### src/rtl/rstseq_pkg.sv
package rstseq_pkg;
  typedef enum logic [1:0] {ST_RUN, ST_HOLD, ST_PWRT, ST_OST} seq_state_e;

  localparam int FLAG_W = 5;
  localparam int FB_BOR = 0;
  localparam int FB_POR = 1;
  localparam int FB_PD  = 2;
  localparam int FB_TO  = 3;
  localparam int FB_RI  = 4;
  localparam logic [FLAG_W-1:0] FLAGS_AT_POR = 5'b11100;

  // Per-bit clear mask built from the event strobes
  function automatic logic [FLAG_W-1:0] event_mask(input logic bor, input logic pd,
                                                   input logic to, input logic ri);
    logic [FLAG_W-1:0] m;
    m         = '0;
    m[FB_BOR] = bor;
    m[FB_PD]  = pd;
    m[FB_TO]  = to;
    m[FB_RI]  = ri;
    return m;
  endfunction

  // Software write first, event clears override per bit
  function automatic logic [FLAG_W-1:0] flag_next(input logic [FLAG_W-1:0] cur,
                                                  input logic wr,
                                                  input logic [FLAG_W-1:0] wdata,
                                                  input logic [FLAG_W-1:0] clr);
    return (wr ? wdata : cur) & ~clr;
  endfunction

  // Where the sequencer goes once all requests have gone away
  function automatic seq_state_e hold_exit(input logic need_startup);
    return need_startup ? ST_PWRT : ST_RUN;
  endfunction
endpackage

### src/rtl/rstseq_sync.sv
module rstseq_sync #(
  parameter int            W       = 1,
  parameter int            STAGES  = 2,
  parameter logic [W-1:0]  RST_VAL = '0
) (
  input  logic         clk,
  input  logic         arst_n,
  input  logic [W-1:0] d,
  output logic [W-1:0] q
);
  logic [W-1:0] stg [STAGES];

  for (genvar g = 0; g < STAGES; g++) begin : g_stage
    if (g == 0) begin : g_first
      always_ff @(posedge clk or negedge arst_n) begin
        if (!arst_n) stg[g] <= RST_VAL;
        else         stg[g] <= d;
      end
    end else begin : g_next
      always_ff @(posedge clk or negedge arst_n) begin
        if (!arst_n) stg[g] <= RST_VAL;
        else         stg[g] <= stg[g-1];
      end
    end
  end

  assign q = stg[STAGES-1];
endmodule

### src/rtl/rstseq_timer.sv
module rstseq_timer #(
  parameter int BITS = 10
) (
  input  logic clk,
  input  logic rst_n,
  input  logic run,
  input  logic step,
  input  logic bypass,
  output logic expire
);
  logic [BITS-1:0] cnt_q;
  logic            at_last;

  assign at_last = &cnt_q;
  assign expire  = run & (bypass | (step & at_last));

  always_ff @(posedge clk or negedge rst_n) begin
    if (!rst_n)       cnt_q <= '0;
    else if (!run)    cnt_q <= '0;
    else if (step)    cnt_q <= cnt_q + 1'b1;
  end
endmodule

### src/rtl/rstseq_flags.sv
module rstseq_flags
  import rstseq_pkg::*;
(
  input  logic              clk,
  input  logic              rst_n,
  input  logic              wr,
  input  logic [FLAG_W-1:0] wdata,
  input  logic [FLAG_W-1:0] clr_mask,
  output logic [FLAG_W-1:0] flags
);
  always_ff @(posedge clk or negedge rst_n) begin
    if (!rst_n) flags <= FLAGS_AT_POR;
    else        flags <= flag_next(flags, wr, wdata, clr_mask);
  end
endmodule

### src/rtl/reset_sequencer.sv
module reset_sequencer
  import rstseq_pkg::*;
#(
  parameter int PWRT_BITS   = 11,
  parameter int OST_BITS    = 10,
  parameter int SYNC_STAGES = 2
) (
  input  logic       clk,
  input  logic       por_n,
  input  logic       ext_rst_n,
  input  logic       ext_en,
  input  logic       lp_mode,
  input  logic       bor_req,
  input  logic       bor_hw_en,
  input  logic       bor_sw_en,
  input  logic       wdt_to,
  input  logic       sw_reset,
  input  logic       stk_full,
  input  logic       stk_under,
  input  logic       slow_tick,
  input  logic       pwrt_bypass,
  input  logic       ost_bypass,
  input  logic       flag_wr,
  input  logic [4:0] flag_wdata,
  output logic       chip_rst,
  output logic [4:0] flags
);
  localparam int ASYNC_W = 2;

  logic               rst_n_sync;
  logic [ASYNC_W-1:0] async_s;
  logic               ext_n_s, bor_s;
  logic               req_ext, req_bor, req_level, req_pulse, req_any;
  logic               ev_bor, ev_pd, ev_to, ev_ri;
  logic [FLAG_W-1:0]  clr_mask;
  logic               pwrt_exp, ost_exp;
  seq_state_e         state_q, state_d;
  logic               need_q;

  // Power-on clear: asserts at once, releases on the clock
  rstseq_sync #(.W(1), .STAGES(SYNC_STAGES), .RST_VAL(1'b0)) u_por_sync (
    .clk    (clk),
    .arst_n (por_n),
    .d      (1'b1),
    .q      (rst_n_sync)
  );

  // Asynchronous requests: pin (idle high) and brown-out (idle low)
  rstseq_sync #(.W(ASYNC_W), .STAGES(SYNC_STAGES), .RST_VAL(2'b10)) u_req_sync (
    .clk    (clk),
    .arst_n (por_n),
    .d      ({ext_rst_n, bor_req}),
    .q      (async_s)
  );
  assign ext_n_s = async_s[1];
  assign bor_s   = async_s[0];

  // Request qualification
  assign req_ext   = ~ext_n_s & ext_en;
  assign req_bor   = bor_s & (bor_hw_en | bor_sw_en);
  assign req_level = req_ext | req_bor;
  assign req_pulse = wdt_to | sw_reset | stk_full | stk_under;
  assign req_any   = req_level | req_pulse;

  // Cause events
  assign ev_bor   = req_bor;
  assign ev_pd    = req_ext & lp_mode;
  assign ev_to    = wdt_to;
  assign ev_ri    = sw_reset;
  assign clr_mask = event_mask(ev_bor, ev_pd, ev_to, ev_ri);

  // Start-up stages
  rstseq_timer #(.BITS(PWRT_BITS)) u_pwrt (
    .clk    (clk),
    .rst_n  (rst_n_sync),
    .run    (state_q == ST_PWRT),
    .step   (slow_tick),
    .bypass (pwrt_bypass),
    .expire (pwrt_exp)
  );

  rstseq_timer #(.BITS(OST_BITS)) u_ost (
    .clk    (clk),
    .rst_n  (rst_n_sync),
    .run    (state_q == ST_OST),
    .step   (1'b1),
    .bypass (ost_bypass),
    .expire (ost_exp)
  );

  // Sequencer
  always_comb begin
    state_d = state_q;
    if (req_any) begin
      state_d = ST_HOLD;
    end else begin
      unique case (state_q)
        ST_HOLD: state_d = hold_exit(need_q);
        ST_PWRT: if (pwrt_exp) state_d = ST_OST;
        ST_OST:  if (ost_exp)  state_d = ST_RUN;
        default: state_d = state_q;
      endcase
    end
  end

  always_ff @(posedge clk or negedge rst_n_sync) begin
    if (!rst_n_sync) begin
      state_q <= ST_PWRT;
      need_q  <= 1'b1;
    end else begin
      state_q <= state_d;
      if (req_bor)                 need_q <= 1'b1;
      else if (ost_exp && !req_any) need_q <= 1'b0;
    end
  end

  assign chip_rst = (state_q != ST_RUN);

  rstseq_flags u_flags (
    .clk      (clk),
    .rst_n    (rst_n_sync),
    .wr       (flag_wr),
    .wdata    (flag_wdata),
    .clr_mask (clr_mask),
    .flags    (flags)
  );
endmodule

### config.mk
export PLATFORM = sky130hd
export DESIGN_NAME = reset_sequencer
export DESIGN_NICKNAME = d
export VERILOG_FILES = /design/src/rtl/rstseq_pkg.sv /design/src/rtl/rstseq_sync.sv /design/src/rtl/rstseq_timer.sv /design/src/rtl/rstseq_flags.sv /design/src/rtl/reset_sequencer.sv
export SDC_FILE = /design/constraint.sdc
export NUM_CORES = 1
export LEC_CHECK = 0
export BUFFER_PORTS_ARGS = -buffer_cell sky130_fd_sc_hd__buf_2
export CORE_UTILIZATION = 55
export DETAILED_ROUTE_END_ITERATION = 7
export MAX_ROUTING_LAYER = met4
export PLACE_DENSITY = 0.86
export SLEW_MARGIN = 20
export SYNTH_ARGS = -nofsm -noshare
export SYNTH_HDL_FRONTEND = slang
export SYNTH_HIERARCHICAL = 1
export SYNTH_SLANG_ARGS = --single-unit
export TNS_END_PERCENT = 5
### constraint.sdc
create_clock -name clk -period 1.2 [get_ports clk]
set_input_delay 0.06 -clock clk [delete_from_list [all_inputs] [get_ports clk]]
set_output_delay 0.06 -clock clk [all_outputs]
set_load 0.1 [all_outputs]
**Word-level counts from Yosys, hierarchy flattened**

Cells that the tools add are included.

- Add/subtract/negate cells: 2
- Multipliers: 0
- Div/mod/pow operators: 0
- Order comparisons: 0
- Eq/ne operators: 6
- Shift-type cells: 0
- Multiplexer cells: 11
- Bitwise logic cells: 17
- Reductions and logical operators: 8

Operator list:

| kind | count |
|---|---|
| $mux W11 | 2 |
| $add A11 B1 Y11 const B | 1 |
| $reduce_and A11 Y1 | 1 |
| $add A10 B1 Y10 const B | 1 |
| $mux W10 | 1 |
| $reduce_and A10 Y1 | 1 |
| $mux W2 | 4 |
| $or A1 B1 Y1 | 8 |
| $and A1 B1 Y1 | 6 |
| $ne A3 B3 Y1 const B | 2 |
| $pmux W2 S3 | 1 |
| $and A5 B5 Y5 | 1 |
| $mux W5 | 1 |
| $not A5 Y5 | 1 |
| $eq A2 B2 Y1 const B | 2 |
| $reduce_bool A2 Y1 | 2 |
| $reduce_bool A4 Y1 | 1 |
| $reduce_and A3 Y1 | 1 |
| $eq A2 B1 Y1 const B | 1 |
| $mux W1 | 2 |
| $ne A2 B2 Y1 const B | 1 |
| $logic_and A1 B1 Y1 | 1 |
| $logic_not A1 Y1 | 1 |
| $not A1 Y1 | 1 |

- Bits in registers: 35
- Bits in latches: 0
- Memory bits (writable): 0
- ROM bits: 0
- Output and inout port bits: 6
- Word-level logic and storage cells: 53
- Memories kept: 0

**Depth between registers and ports, before layout**

Gate-level depths: netlist of run 1.

- Depth in word-level cells: 8
- Mapped depth: 7
- Depth with buffers taken out: 7

**Modules after synthesis**

Netlist of run 1, hierarchy kept.

Modules (own cells, without submodules):

| module | times used | cells each | area an instance (µm²) | sequential area each (µm²) |
|---|---|---|---|---|
| rstseq_timer (u_pwrt) | 1 | 63 | 589.3 | 275.3 |
| rstseq_timer (u_ost) | 1 | 53 | 505.5 | 250.2 |
| rstseq_flags | 1 | 16 | 209.0 | 128.9 |
| reset_sequencer | 1 | 22 | 186.4 | 77.6 |
| rstseq_sync (u_req_sync) | 1 | 6 | 117.6 | 102.6 |
| rstseq_sync (u_por_sync) | 1 | 2 | 50.0 | 50.0 |

**Worst setup path before layout of run 1**

No wires, ideal clock.

- Kind: reg-to-reg
- Start: register state_q[1]
- End: register state_q[0]
- Setup time: 90 ps
- Arrival: 1,417 ps
- Path slack: -307 ps
- Stages on the path, launching flop included: 7
- Buffers on the path: 1
- Path through: dfstp_2 nor2b_1 clkbuf_1 nand2_1 o41ai_1 nand2_1 o2111ai_1

- Cells in the longest elaborated chain, start to end: 4
- Elaborated cells between the ends (all ways): 11

RTL lines:

| what | line | text |
|---|---|---|
| start: declaration | reset_sequencer.sv:37 | `seq_state_e state_q, state_d;` |
| start signal: assignment | reset_sequencer.sv:111 | `state_q <= state_d;` |
| $eq A2 B2 Y1 | reset_sequencer.sv:76 | `.run (state_q == ST_PWRT),` |
| $and A1 B1 Y1 | rstseq_timer.sv:15 | `assign expire = run & (bypass \| (step & at_last));` |
| net pwrt_exp | reset_sequencer.sv:36 | `logic pwrt_exp, ost_exp;` |
| $ne A3 B3 Y1 (no line) | -- |  |
| $reduce_and A3 Y1 (no line) | -- |  |

The timed path passes the listed nets, and every way through them passes these cells.
A chain may end at the register's enable or synchronous reset.

**Worst setup path in the final report of run 1**

- Start: register u_ost.cnt_q[1]
- End: register state_q[1]

- Cells in the longest elaborated chain, start to end: 5

RTL lines:

| what | line | text |
|---|---|---|
| start: declaration | rstseq_timer.sv:11 | `logic [BITS-1:0] cnt_q;` |
| start signal: assignment | rstseq_timer.sv:20 | `else if (step) cnt_q <= cnt_q + 1'b1;` |
| $reduce_and A10 Y1 | rstseq_timer.sv:14 | `assign at_last = &cnt_q;` |
| $or A1 B1 Y1 | rstseq_timer.sv:15 |  |
| $and A1 B1 Y1 | rstseq_timer.sv:15 |  |
| net ost_exp | reset_sequencer.sv:36 |  |
| $ne A3 B3 Y1 (no line) | -- |  |
| $reduce_and A3 Y1 (no line) | -- |  |

The timed path passes the listed nets, and every way through them passes these cells.

==> results.sh, run 1 <==
export IMPL_final_cell_mix="buf_4, dfrtp_1, buf_2"
export IMPL_vias=1647
export IMPL_clkTransAtPathRegs_ns=0.11
export IMPL_gr_usage_all_layers_pct=36.8
export IMPL_synth_seq_cells=35
export IMPL_cp_endpoint="state_q[1]"
export IMPL_core_sq_um=2810
export IMPL_ant_nets=0
export IMPL_synthesis_area_sq_um=1660
export IMPL_netlist_instances=162
export IMPL_cpPeakStageDelay_ns=0.39
export IMPL_max_freq_mhz=613
export IMPL_drt_pass1_iterations=6
export IMPL_cts_tree="yes"
export IMPL_startpoint_type="flop"
export IMPL_p_per_area_nw_per_um2=852
export IMPL_antenna_found_initial=0
export IMPL_antenna_cells=0
export IMPL_criticalPathCategory="flop to flop"
export IMPL_setup_tns_final_ns=-4.18
export IMPL_die_x_microns=56.9
export IMPL_area_delta_synth_final_pct=54.6
export IMPL_grt_max_degree=30
export IMPL_drive_gt1_share_pct=48.0
export IMPL_cts_buffers=5
export IMPL_r2r_end="state_q[1]"
export IMPL_yosysSeqAreaShare_pct=53.4
export IMPL_worst_slack_ns=-0.431
export IMPL_grt_pass1_vias=1766
export IMPL_cp_cell_sequence="ha_2, nand2_2, nor4b_4, a31oi_1, nor2_2, a21oi_1, and3_1"
export IMPL_path_max_fanout=3
export IMPL_startpoint="u_ost/cnt_q[1]"
export IMPL_design_die_area_sq_um=3240
export IMPL_worst_path_max_delay_cell="dfrtp_1"
export IMPL_min_period_ns=1.63
export IMPL_r2r_cells=7
export IMPL_route_detailed_drc=4
export IMPL_io_buffers=26
export IMPL_endpoint_kind="flop"
export IMPL_cap_violations=0
export IMPL_cts_max_path_buffers=2
export IMPL_run_status="complete, but fails checks"
export IMPL_grt_overflow=0
export IMPL_finClkSkew_ns=0.0108
export IMPL_finalHoldViolations=0
export IMPL_synth_cell_types=41
export IMPL_grt_setup_unrepaired="true"
export IMPL_cp_required_ns=1.49
export IMPL_cts_sink_count=35
export IMPL_yosysWarningCount=6
export IMPL_die_h_microns=56.9
export IMPL_slew_viol_final=0
export IMPL_place_ws_ns=-0.393
export IMPL_min_path_type="primary input to flop"
export IMPL_grt_pass1_wl_microns=8340
export IMPL_holdCritStartpoint="flag_wdata[4]"
export IMPL_num_rows=19
export IMPL_post_drt_wl_per_cell_microns=20.0
export IMPL_cts_root_buffer="clkbuf_4"
export IMPL_drtIter0Drc=105
export IMPL_clkLatencyLatePin_ns=0.35
export IMPL_regToRegSetupSlack_ns=-0.43
export IMPL_ios=27
export IMPL_dp_hpwl_microns=2910
export IMPL_total_leakage_power_nw=1.12
export IMPL_layout_nets=274
export IMPL_final_core_util_pct=91.3
export IMPL_ir_worst_vdd_v=0.000812
export IMPL_htreeDepth=2
export IMPL_routed_via_density=5.82
export IMPL_post_route_period_util_pct=136
export IMPL_avgSynthCellArea_sq_um=10.2
export IMPL_start_util_pct=59.1
export IMPL_arrival_ns=1.93
export IMPL_violations="DRC, setup timing"
export IMPL_worstReg2RegStart="u_ost/cnt_q[1]"
export IMPL_mostFrequentLayoutCell="buf_4"
export IMPL_gp_congestion=0.853
export IMPL_setup_violations=22
export IMPL_routed_wl_microns=5670
-- layer usage --
layer | vias to the layer above | GRT usage (%) | routed length (microns)
met5 | - | - | 0
met4 | 0 | 22.6 | 311
met3 | 37 | 6.22 | 262
met2 | 77 | 67.1 | 3140
met1 | 806 | 35.6 | 1960
li1 | 727 | - | -
-- registers in the layout (all words and copies together) (netlist names) --
signal and cells:
u_ost/cnt_q 10, u_req_sync/stg 2, u_por_sync/stg 1, u_req_sync/q 2
u_por_sync/q 1, u_flags/flags 5, u_pwrt/cnt_q 11, need_q 1
state_q 2
-- metrics by stage --
stage                     instances  total power [W]  instance area (sq um)  hold slack (ns)
after CTS                       282          0.00215                   2510          0.00739
after global placement          257          0.00150                   2190           -0.123
after global routing            283          0.00226                   2560           0.0267
after floorplan                 167          0.00141                   1710           -0.236
after detailed placement        257          0.00151                   2190           -0.114
final                           283          0.00218                   2560           0.0445
-- critical path, delay by kind of cell (launching register included) --
| kind | cells | cell delay (ns) |
|---|---|---|
| adder cells (fa/ha/maj) | 1 | 0.22 |
| flip-flops | 1 | 0.39 |
| AND/OR/NAND/NOR | 4 | 0.74 |
| AO/OA/AOI/OAI | 2 | 0.22 |
-- logic make-up after synthesis --
logic type / count (synthesis) / synth area share (%)
xor+xnor: 9 / 4.75
other cells: 2 / 0.453
flops: 35 / 53.4
simple gates: 71 / 22.4
fa+ha+maj: 2 / 1.51
buf+inv: 13 / 3.92
compound gates: 20 / 7.55
mux: 10 / 6.04
-- cell usage after synthesis (all sizes together) --
cell type | number | share of area (%)
o22ai | 1 | 0.38
o311ai | 1 | 0.53
o41ai | 1 | 0.53
xor2 | 7 | 3.7
nand4 | 5 | 1.9
buf | 4 | 1.9
and2 | 2 | 0.75
nand2b | 3 | 1.1
conb | 2 | 0.45
o31ai | 1 | 0.45
mux2i | 10 | 6.0
xnor2 | 2 | 1.1
a31oi | 2 | 0.75
nor2b | 2 | 0.75
dfrtp | 28 | 42
nand3 | 7 | 2.4
o2111ai | 1 | 0.53
or2 | 1 | 0.38
nand2 | 16 | 3.8
inv | 7 | 1.6
or2b | 1 | 0.53
or3 | 5 | 2.2
dfstp | 7 | 11
nor4b | 1 | 0.53
clkbuf | 2 | 0.45
and3 | 2 | 0.75
ha | 2 | 1.5
or4 | 3 | 1.7
o21ai | 6 | 2.0
a21oi | 7 | 2.3
nor2 | 20 | 4.5
nor4 | 3 | 1.1
-- repair_timing --
action | 4_1_cts | 5_1_grt
cloned | 0 | 0
endpoints found under the setup margin | 24 | 25
setup buffers | 4 | 1
pin swaps | 21 | 4
resized for setup | 25 | 11
hold buffers | 13 | 0
endpoints found under the hold margin | 14 | 0
-- worst min path at each step --
stage / to / slack (ns) / depth (start not counted)
finish: u_flags/flags[4] / 0.04 / 3
global placement: u_req_sync/q[0] / -0.12 / 1
detailed placement: u_por_sync/stg[1] / -0.11 / 1
CTS: u_flags/flags[4] / 0.007 / 3
floorplan: u_por_sync/q / -0.24 / 0
global route: u_flags/flags[4] / 0.03 / 3
-- final cells by class --
cell class | instances | area (sq um)
multi-input cells | 119 | 887
inverters | 7 | 31.3
repair buffers | 83 | 671
flip-flops and latches | 35 | 885
clock buffers | 7 | 45.0
well taps | 31 | 38.8
fillers | 109 | 243
clock inverters | 1 | 5.00
-- report_power, final --
group          switching (W)  total [W]  internal [W]
sequential         0.0000195    0.00123       0.00121
clock               0.000414   0.000643      0.000228
combinational       0.000190   0.000309      0.000119
total               0.000624    0.00218       0.00156
Power figures use the tool's default switching activity.
==> run 2: changes to the inputs <==
--- a/config.mk
+++ b/config.mk
@@ -5,11 +5,12 @@
 export SDC_FILE = /design/constraint.sdc
 export NUM_CORES = 1
 export LEC_CHECK = 0
+export ABC_AREA = 1
 export BUFFER_PORTS_ARGS = -buffer_cell sky130_fd_sc_hd__buf_2
-export CORE_UTILIZATION = 55
+export CORE_UTILIZATION = 56
 export DETAILED_ROUTE_END_ITERATION = 7
 export MAX_ROUTING_LAYER = met4
-export PLACE_DENSITY = 0.86
+export PLACE_DENSITY = 0.87
 export SLEW_MARGIN = 20
 export SYNTH_ARGS = -nofsm -noshare
 export SYNTH_HDL_FRONTEND = slang
==> run 2 against run 1 <==
The flow finishes with violations (setup timing). Non-clock buffer count is 7 lower. Global-route usage is 3.7 points lower. Cell count grew 27%. Synthesized cell count grew 42%. Worst setup slack better by 0.091 ns. Cell area up 3.6%. Clock power rose by 34%. Via count is 20% higher. Routed wire length is 1.1% lower. Synthesized area is 9.9% higher.
==> results.sh, run 2 <==
export IMPL_synth_cell_types=32
export IMPL_layout_nets=336
export IMPL_yosysWarningCount=6
export IMPL_clkLatencyLatePin_ns=0.33
export IMPL_largest_register="u_pwrt/cnt_q"
export IMPL_p_int_w=0.00177
export IMPL_setup_violations=20
export IMPL_run_status="complete, but fails checks"
export IMPL_design_die_area_sq_um=3490
export IMPL_cap_violations=0
export IMPL_violations="setup timing"
export IMPL_antenna_cells=0
export IMPL_cts_max_path_buffers=2
export IMPL_die_h_microns=59.0
export IMPL_worst_slack_ns=-0.340
export IMPL_synth_top_area_share_pct=38.5
export IMPL_netlist_instances=230
export IMPL_min_path_type="primary input to flop"
export IMPL_ir_worst_vdd_v=0.000863
export IMPL_switchingPower_w=0.000645
export IMPL_num_rows=20
export IMPL_dp_hpwl_microns=2990
export IMPL_htreeDepth=2
export IMPL_mostFrequentLayoutCell="nand2_1"
export IMPL_grt_overflow=0
export IMPL_area_delta_synth_final_pct=45.7
export IMPL_drt_pass1_iterations=5
export IMPL_post_drt_wl_per_cell_microns=15.7
export IMPL_total_leakage_power_nw=1.30
export IMPL_endpoint_kind="flop"
export IMPL_synth_ff_type="dfrtp_1"
export IMPL_avgSynthCellArea_sq_um=7.92
export IMPL_antenna_found_initial=0
export IMPL_cts_sink_count=35
export IMPL_synth_top_family_by_area="simple AND/OR/NAND/NOR gates"
export IMPL_power_share_switching_pct=26.7
export IMPL_clkTransAtPathRegs_ns=0.11
export IMPL_yosys_top_cells_area="dfrtp_1, nand2_1, dfstp_2"
export IMPL_pwr_share_clk_pct=35.5
export IMPL_ios=27
export IMPL_core_sq_um=3080
export IMPL_gp_congestion=0.872
export IMPL_grt_pass1_wl_microns=7970
export IMPL_cp_required_ns=1.48
export IMPL_synth_seq_cells=35
export IMPL_finalHoldViolations=0
export IMPL_slew_viol_final=0
export IMPL_route_detailed_drc=0
export IMPL_yosysSeqAreaShare_pct=48.6
export IMPL_synth_xor_area_share_pct=0.481
export IMPL_cts_tree="yes"
export IMPL_vias=1971
export IMPL_pwr_share_comb_pct=13.5
export IMPL_die_x_microns=59.0
export IMPL_drtIter0Drc=223
export IMPL_synthMuxAreaShare_pct=0
export IMPL_synthAdderAreaFrac_pct=1.37
export IMPL_final_cell_mix="nand2_1, buf_4, inv_1"
export IMPL_routed_wl_microns=5610
export IMPL_path_max_fanout=4
export IMPL_fin_cells=358
export IMPL_post_route_period_util_pct=128
export IMPL_synthTopCellsByCount="nand2_1, inv_1, nor2_1"
export IMPL_power_frac_seq_pct=51.0
export IMPL_synthesis_area_sq_um=1820
export IMPL_gr_usage_all_layers_pct=33.0
export IMPL_arrival_ns=1.82
export IMPL_setup_tns_final_ns=-2.71
export IMPL_largestRegisters="u_pwrt/cnt_q: 11 flops, u_ost/cnt_q: 10 flops, u_flags/flags: 5 flops"
export IMPL_ant_nets=0
export IMPL_grt_max_degree=23
export IMPL_synth_compound_area_share_pct=9.13
export IMPL_synthSimpleGateAreaFrac_pct=29.9
export IMPL_start_util_pct=59.2
export IMPL_yosysMostFrequentCell="nand2_1"
export IMPL_max_freq_mhz=649
export IMPL_drive_gt1_share_pct=38.9
export IMPL_criticalPathCategory="flop to flop"
export IMPL_dp_cells=330
export IMPL_yosys_area_top_type="dfrtp_1"
export IMPL_grt_setup_unrepaired="true"
export IMPL_io_buffers=26
export IMPL_cts_root_buffer="clkbuf_4"
export IMPL_min_period_ns=1.54
export IMPL_startpoint_type="flop"
export IMPL_grt_pass1_vias=1874
export IMPL_regToRegSetupSlack_ns=-0.34
export IMPL_largest_reg_flops=11
export IMPL_synthArstFlopShare_pct=100
export IMPL_p_per_area_nw_per_um2=911
export IMPL_routed_via_density=5.51
export IMPL_synth_enable_flop_cells=0
export IMPL_cts_buffers=5
export IMPL_finClkSkew_ns=0.00489
-- run 2: cells by family (layout without fill, tap and decap cells) --
group                    Yosys count  after routing
buffers and inverters             44            123
AND/OR/NAND/NOR                  119            119
adder cells (fa/ha/maj)            2              2
other                              2              7
XOR/XNOR                           1              1
AO/OA/AOI/OAI                     27             27
flip-flops                        35             35
-- run 2: cell type report --
type / count / area, sq um
sequential: 35 / 885
multi-input combinational: 156 / 885
timing repair buffer: 76 / 603
fill: 153 / 423
inverter: 39 / 146
tap: 44 / 55.1
clock inverter: 3 / 43.8
clock buffer: 5 / 37.5
-- run 2: critical path, cell delays in order, from the launching register on --
cell      delay, ns
dfstp_2        0.59
nand2_2        0.06
inv_2          0.08
nand4_1        0.13
o21ai_2        0.17
inv_1          0.08
nand3_2        0.08
o211ai_1       0.11
nor2_1         0.13
nor2_1         0.06
-- run 2: repair_timing --
item,in CTS,in global routing
endpoints found under the setup margin,17,28
pin swaps,8,9
hold endpoints to repair,12,0
resized for setup,21,15
setup buffers,7,3
hold buffers,10,0
-- run 2: per-stage QoR --
stage	power (W)	utilization [%]	setup slack (ns)	hold WS, ns	area, sq um
finish	0.00242	86.3	-0.340	0.00934	2660
floorplan	0.00143	-	-0.197	-0.236	1850
CTS	0.00242	83.7	-0.175	0.0000575	2570
global placement	0.00153	73.9	-0.139	-0.117	2270
global route	0.00251	86.3	-0.407	0.0217	2660
detailed placement	0.00154	73.9	-0.225	-0.118	2270
-- run 2: final timing paths --
path / startpoint / to / cells past startpoint
worst max-delay path: state_q[1] / state_q[1] / 9
worst min-delay path: flag_wdata[1] / u_flags/flags[1] / 5
worst max register to register: state_q[1] / state_q[1] / 9
worst min register to register: u_por_sync/q / u_pwrt/cnt_q[8] / 1
max in group asynchronous: u_por_sync/q / need_q / 1
min in group asynchronous: por_n / u_req_sync/stg[2] / 2
-- run 2: power groups by stage --
stage / Sequential, W / Combinational [W] / Clock, W
2_1_floorplan: 0.00136 / 0.0000697 / 0
3_3_place_gp: 0.00125 / 0.000275 / 0
3_5_place_dp: 0.00125 / 0.000281 / 0
4_1_cts: 0.00123 / 0.000317 / 0.000867
5_1_grt: 0.00124 / 0.000348 / 0.000926
6_report: 0.00123 / 0.000327 / 0.000859
-- run 2: routing by layer --
| metal | global-route usage, % | vias up | wire length [microns] |
|---|---|---|---|
| li1 | - | 868 | - |
| met1 | 33.8 | 943 | 2130 |
| met2 | 57.6 | 123 | 2840 |
| met3 | 8.08 | 37 | 360 |
| met4 | 18.4 | 0 | 282 |
| met5 | - | - | 0 |
==> run 3: changes to the inputs <==
--- a/config.mk
+++ b/config.mk
@@ -11,6 +11,8 @@
 export DETAILED_ROUTE_END_ITERATION = 7
 export MAX_ROUTING_LAYER = met4
 export PLACE_DENSITY = 0.87
+export REMOVE_ABC_BUFFERS = 1
+export SETUP_SLACK_MARGIN = 0.5
 export SLEW_MARGIN = 20
 export SYNTH_ARGS = -nofsm -noshare
 export SYNTH_HDL_FRONTEND = slang
==> run 3 against run 2 <==
The run ends with hold timing, setup timing left. Cell area grew 2.0%. Critical endpoint is now chip_rst. Sequential cell count unchanged. Via count decreased by 8.5%. Sequential power is essentially flat. Clock power rose by 25%. Largest cell class is now multi-input combinational cells. First-iteration DRC count shrank 54%. Routed wire length down 13%. Fmax increased by 5.8%. Count of clock-buffer cells in the layout increased by 1. Global-route usage fell by 2.3 points. Total power rose by 9.9%. Critical path type is now flop to primary output.
==> results.sh, run 3 (synthesis gave the netlist of run 2 again) <==
export IMPL_ios=27
export IMPL_regToRegSetupSlack_ns=-0.23
export IMPL_total_leakage_power_nw=1.31
export IMPL_holdCritStartpoint="bor_hw_en"
export IMPL_cts_tree="yes"
export IMPL_core_sq_um=3080
export IMPL_arrival_ns=1.40
export IMPL_criticalPathCategory="flop to primary output"
export IMPL_num_rows=20
export IMPL_antenna_cells=0
export IMPL_drt_pass1_iterations=5
export IMPL_post_drt_wl_per_cell_microns=13.7
export IMPL_worst_path_max_delay_cell="dfstp_2"
export IMPL_start_util_pct=59.2
export IMPL_grt_max_degree=30
export IMPL_startpoint_type="flop"
export IMPL_clkLatencyLatePin_ns=0.35
export IMPL_dp_hpwl_microns=2890
export IMPL_endpoint_kind="primary output"
export IMPL_max_freq_mhz=687
export IMPL_ant_nets=0
export IMPL_cts_root_buffer="clkbuf_4"
export IMPL_fin_area_sq_um=2710
export IMPL_route_detailed_drc=0
export IMPL_cts_max_path_buffers=2
export IMPL_run_status="complete, but fails checks"
export IMPL_slew_viol_final=0
export IMPL_cpPeakStageDelay_ns=0.61
export IMPL_cp_required_ns=1.14
export IMPL_grt_overflow=0
export IMPL_design_die_area_sq_um=3490
export IMPL_finalHoldViolations=2
export IMPL_htreeDepth=2
export IMPL_largest_register="u_pwrt/cnt_q"
export IMPL_p_per_area_nw_per_um2=982
export IMPL_whs_path_depth=3
export IMPL_die_x_microns=59.0
export IMPL_cts_sink_count=35
export IMPL_cap_violations=0
export IMPL_worstReg2RegStart="state_q[1]"
export IMPL_layout_nets=334
export IMPL_grt_pass1_vias=1731
export IMPL_drtIter0Drc=103
export IMPL_gr_usage_all_layers_pct=30.7
export IMPL_hold_path_end="need_q"
export IMPL_routed_via_density=5.06
export IMPL_antenna_found_initial=0
export IMPL_grt_pass1_wl_microns=7500
export IMPL_r2r_end="state_q[1]"
export IMPL_r2r_cells=10
export IMPL_setup_violations=20
export IMPL_largest_reg_flops=11
export IMPL_mostFrequentLayoutCell="nand2_1"
export IMPL_post_route_period_util_pct=121
export IMPL_cts_buffers=5
export IMPL_path_max_fanout=4
export IMPL_grt_setup_unrepaired="true"
export IMPL_drive_gt1_share_pct=37.2
export IMPL_finClkSkew_ns=0.0141
export IMPL_die_h_microns=59.0
export IMPL_area_delta_synth_final_pct=48.6
export IMPL_place_ws_ns=-0.376
export IMPL_largestRegisters="u_pwrt/cnt_q: 11 flops, u_ost/cnt_q: 10 flops, u_flags/flags: 5 flops"
export IMPL_violations="hold timing, setup timing"
export IMPL_min_period_ns=1.46
export IMPL_io_buffers=26
export IMPL_gp_congestion=0.828
export IMPL_worst_slack_ns=-0.255
export IMPL_clkTransAtPathRegs_ns=0.11
export IMPL_dpl_instance_area_sq_um=2280
export IMPL_hold_worst_slack_ns=-0.0176
export IMPL_ir_worst_vdd_v=0.000793
export IMPL_cp_cell_sequence="buf_4, or2_4, buf_12"
export IMPL_final_cell_mix="nand2_1, inv_1, buf_4"
export IMPL_vias=1803
export IMPL_routed_wl_microns=4870
export IMPL_min_path_type="primary input to flop"
[run 3: cell count changes in the layout (fill, tap and decap cells not counted), moves of 2 or more]
cell | before | now
buf_12 | 4 | 7
nand3_1 | 9 | 7
nor2_2 | 6 | 3
ha_2 | 0 | 2
nand3_2 | 5 | 8
buf_4 | 39 | 33
inv_2 | 5 | 3
nor2_1 | 30 | 32
a21oi_2 | 3 | 1
nand2_2 | 7 | 5
ha_4 | 2 | 0
[run 3: what timing repair did]
action                                  4_1_cts  5_1_grt
endpoints found under the setup margin       34       34
pin swaps                                    13       15
gates resized for setup                      30       15
endpoints found under the hold margin        15        4
hold buffers                                 10        1
buffers inserted                              2        5
[run 3: per-layer routing]
| metal | share of wire, % | global-route usage (%) | vias up |
|---|---|---|---|
| met5 | 0 | - | - |
| met4 | 3.9 | 12.9 | 0 |
| met3 | 4.4 | 7.42 | 25 |
| met2 | 55 | 55.5 | 63 |
| met1 | 37 | 31.6 | 846 |
| li1 | - | - | 869 |
[run 3: cell type report]
| cell class | count | area (sq um) |
|---|---|---|
| Tap cell | 44 | 55.1 |
| Inverter | 39 | 149 |
| Timing Repair Buffer | 74 | 632 |
| Multi-Input combinational cell | 156 | 886 |
| Sequential cell | 35 | 885 |
| Clock inverter | 2 | 60.1 |
| Fill cell | 142 | 370 |
| Clock buffer | 6 | 41.3 |
[run 3: worst max-delay path, delay by kind of cell, from the launching register on]
kind                   cells  cell delay, ns
buffers and inverters      2            0.31
DFF                        1            0.61
and+or+nand+nor            1            0.13
[run 3: power by group]
part / switching (W) / leakage (nW) / internal (W)
Clock: 0.000423 / 0.0525 / 0.000650
Combinational: 0.000212 / 0.814 / 0.000137
Sequential: 0.0000238 / 0.448 / 0.00121
[run 3: per-stage QoR]
stage                     utilization, %  std cells  hold WS (ns)  power [W]  setup TNS (ns)
final                               88.0        356       -0.0176    0.00266           -2.55
after global routing                88.0        356       -0.0237    0.00275           -3.95
after CTS                           84.7        350       -0.0284    0.00264           -1.81
after detailed placement            74.2        330        -0.111    0.00154           -2.77
after global placement              74.2        330        -0.119    0.00153           -2.09
after floorplan                        -        230        -0.236    0.00142           -2.29
[run 3: worst max path at each step]
stage	startpoint	end	slack (ns)	cells past startpoint
2_1_floorplan	state_q[1]	state_q[1]	-0.40	3
3_3_place_gp	u_ost/cnt_q[0]	state_q[1]	-0.27	10
3_5_place_dp	u_ost/cnt_q[0]	state_q[1]	-0.38	10
4_1_cts	state_q[1]	chip_rst	-0.21	3
5_1_grt	u_ost/cnt_q[0]	need_q	-0.30	10
6_report	state_q[1]	chip_rst	-0.26	3
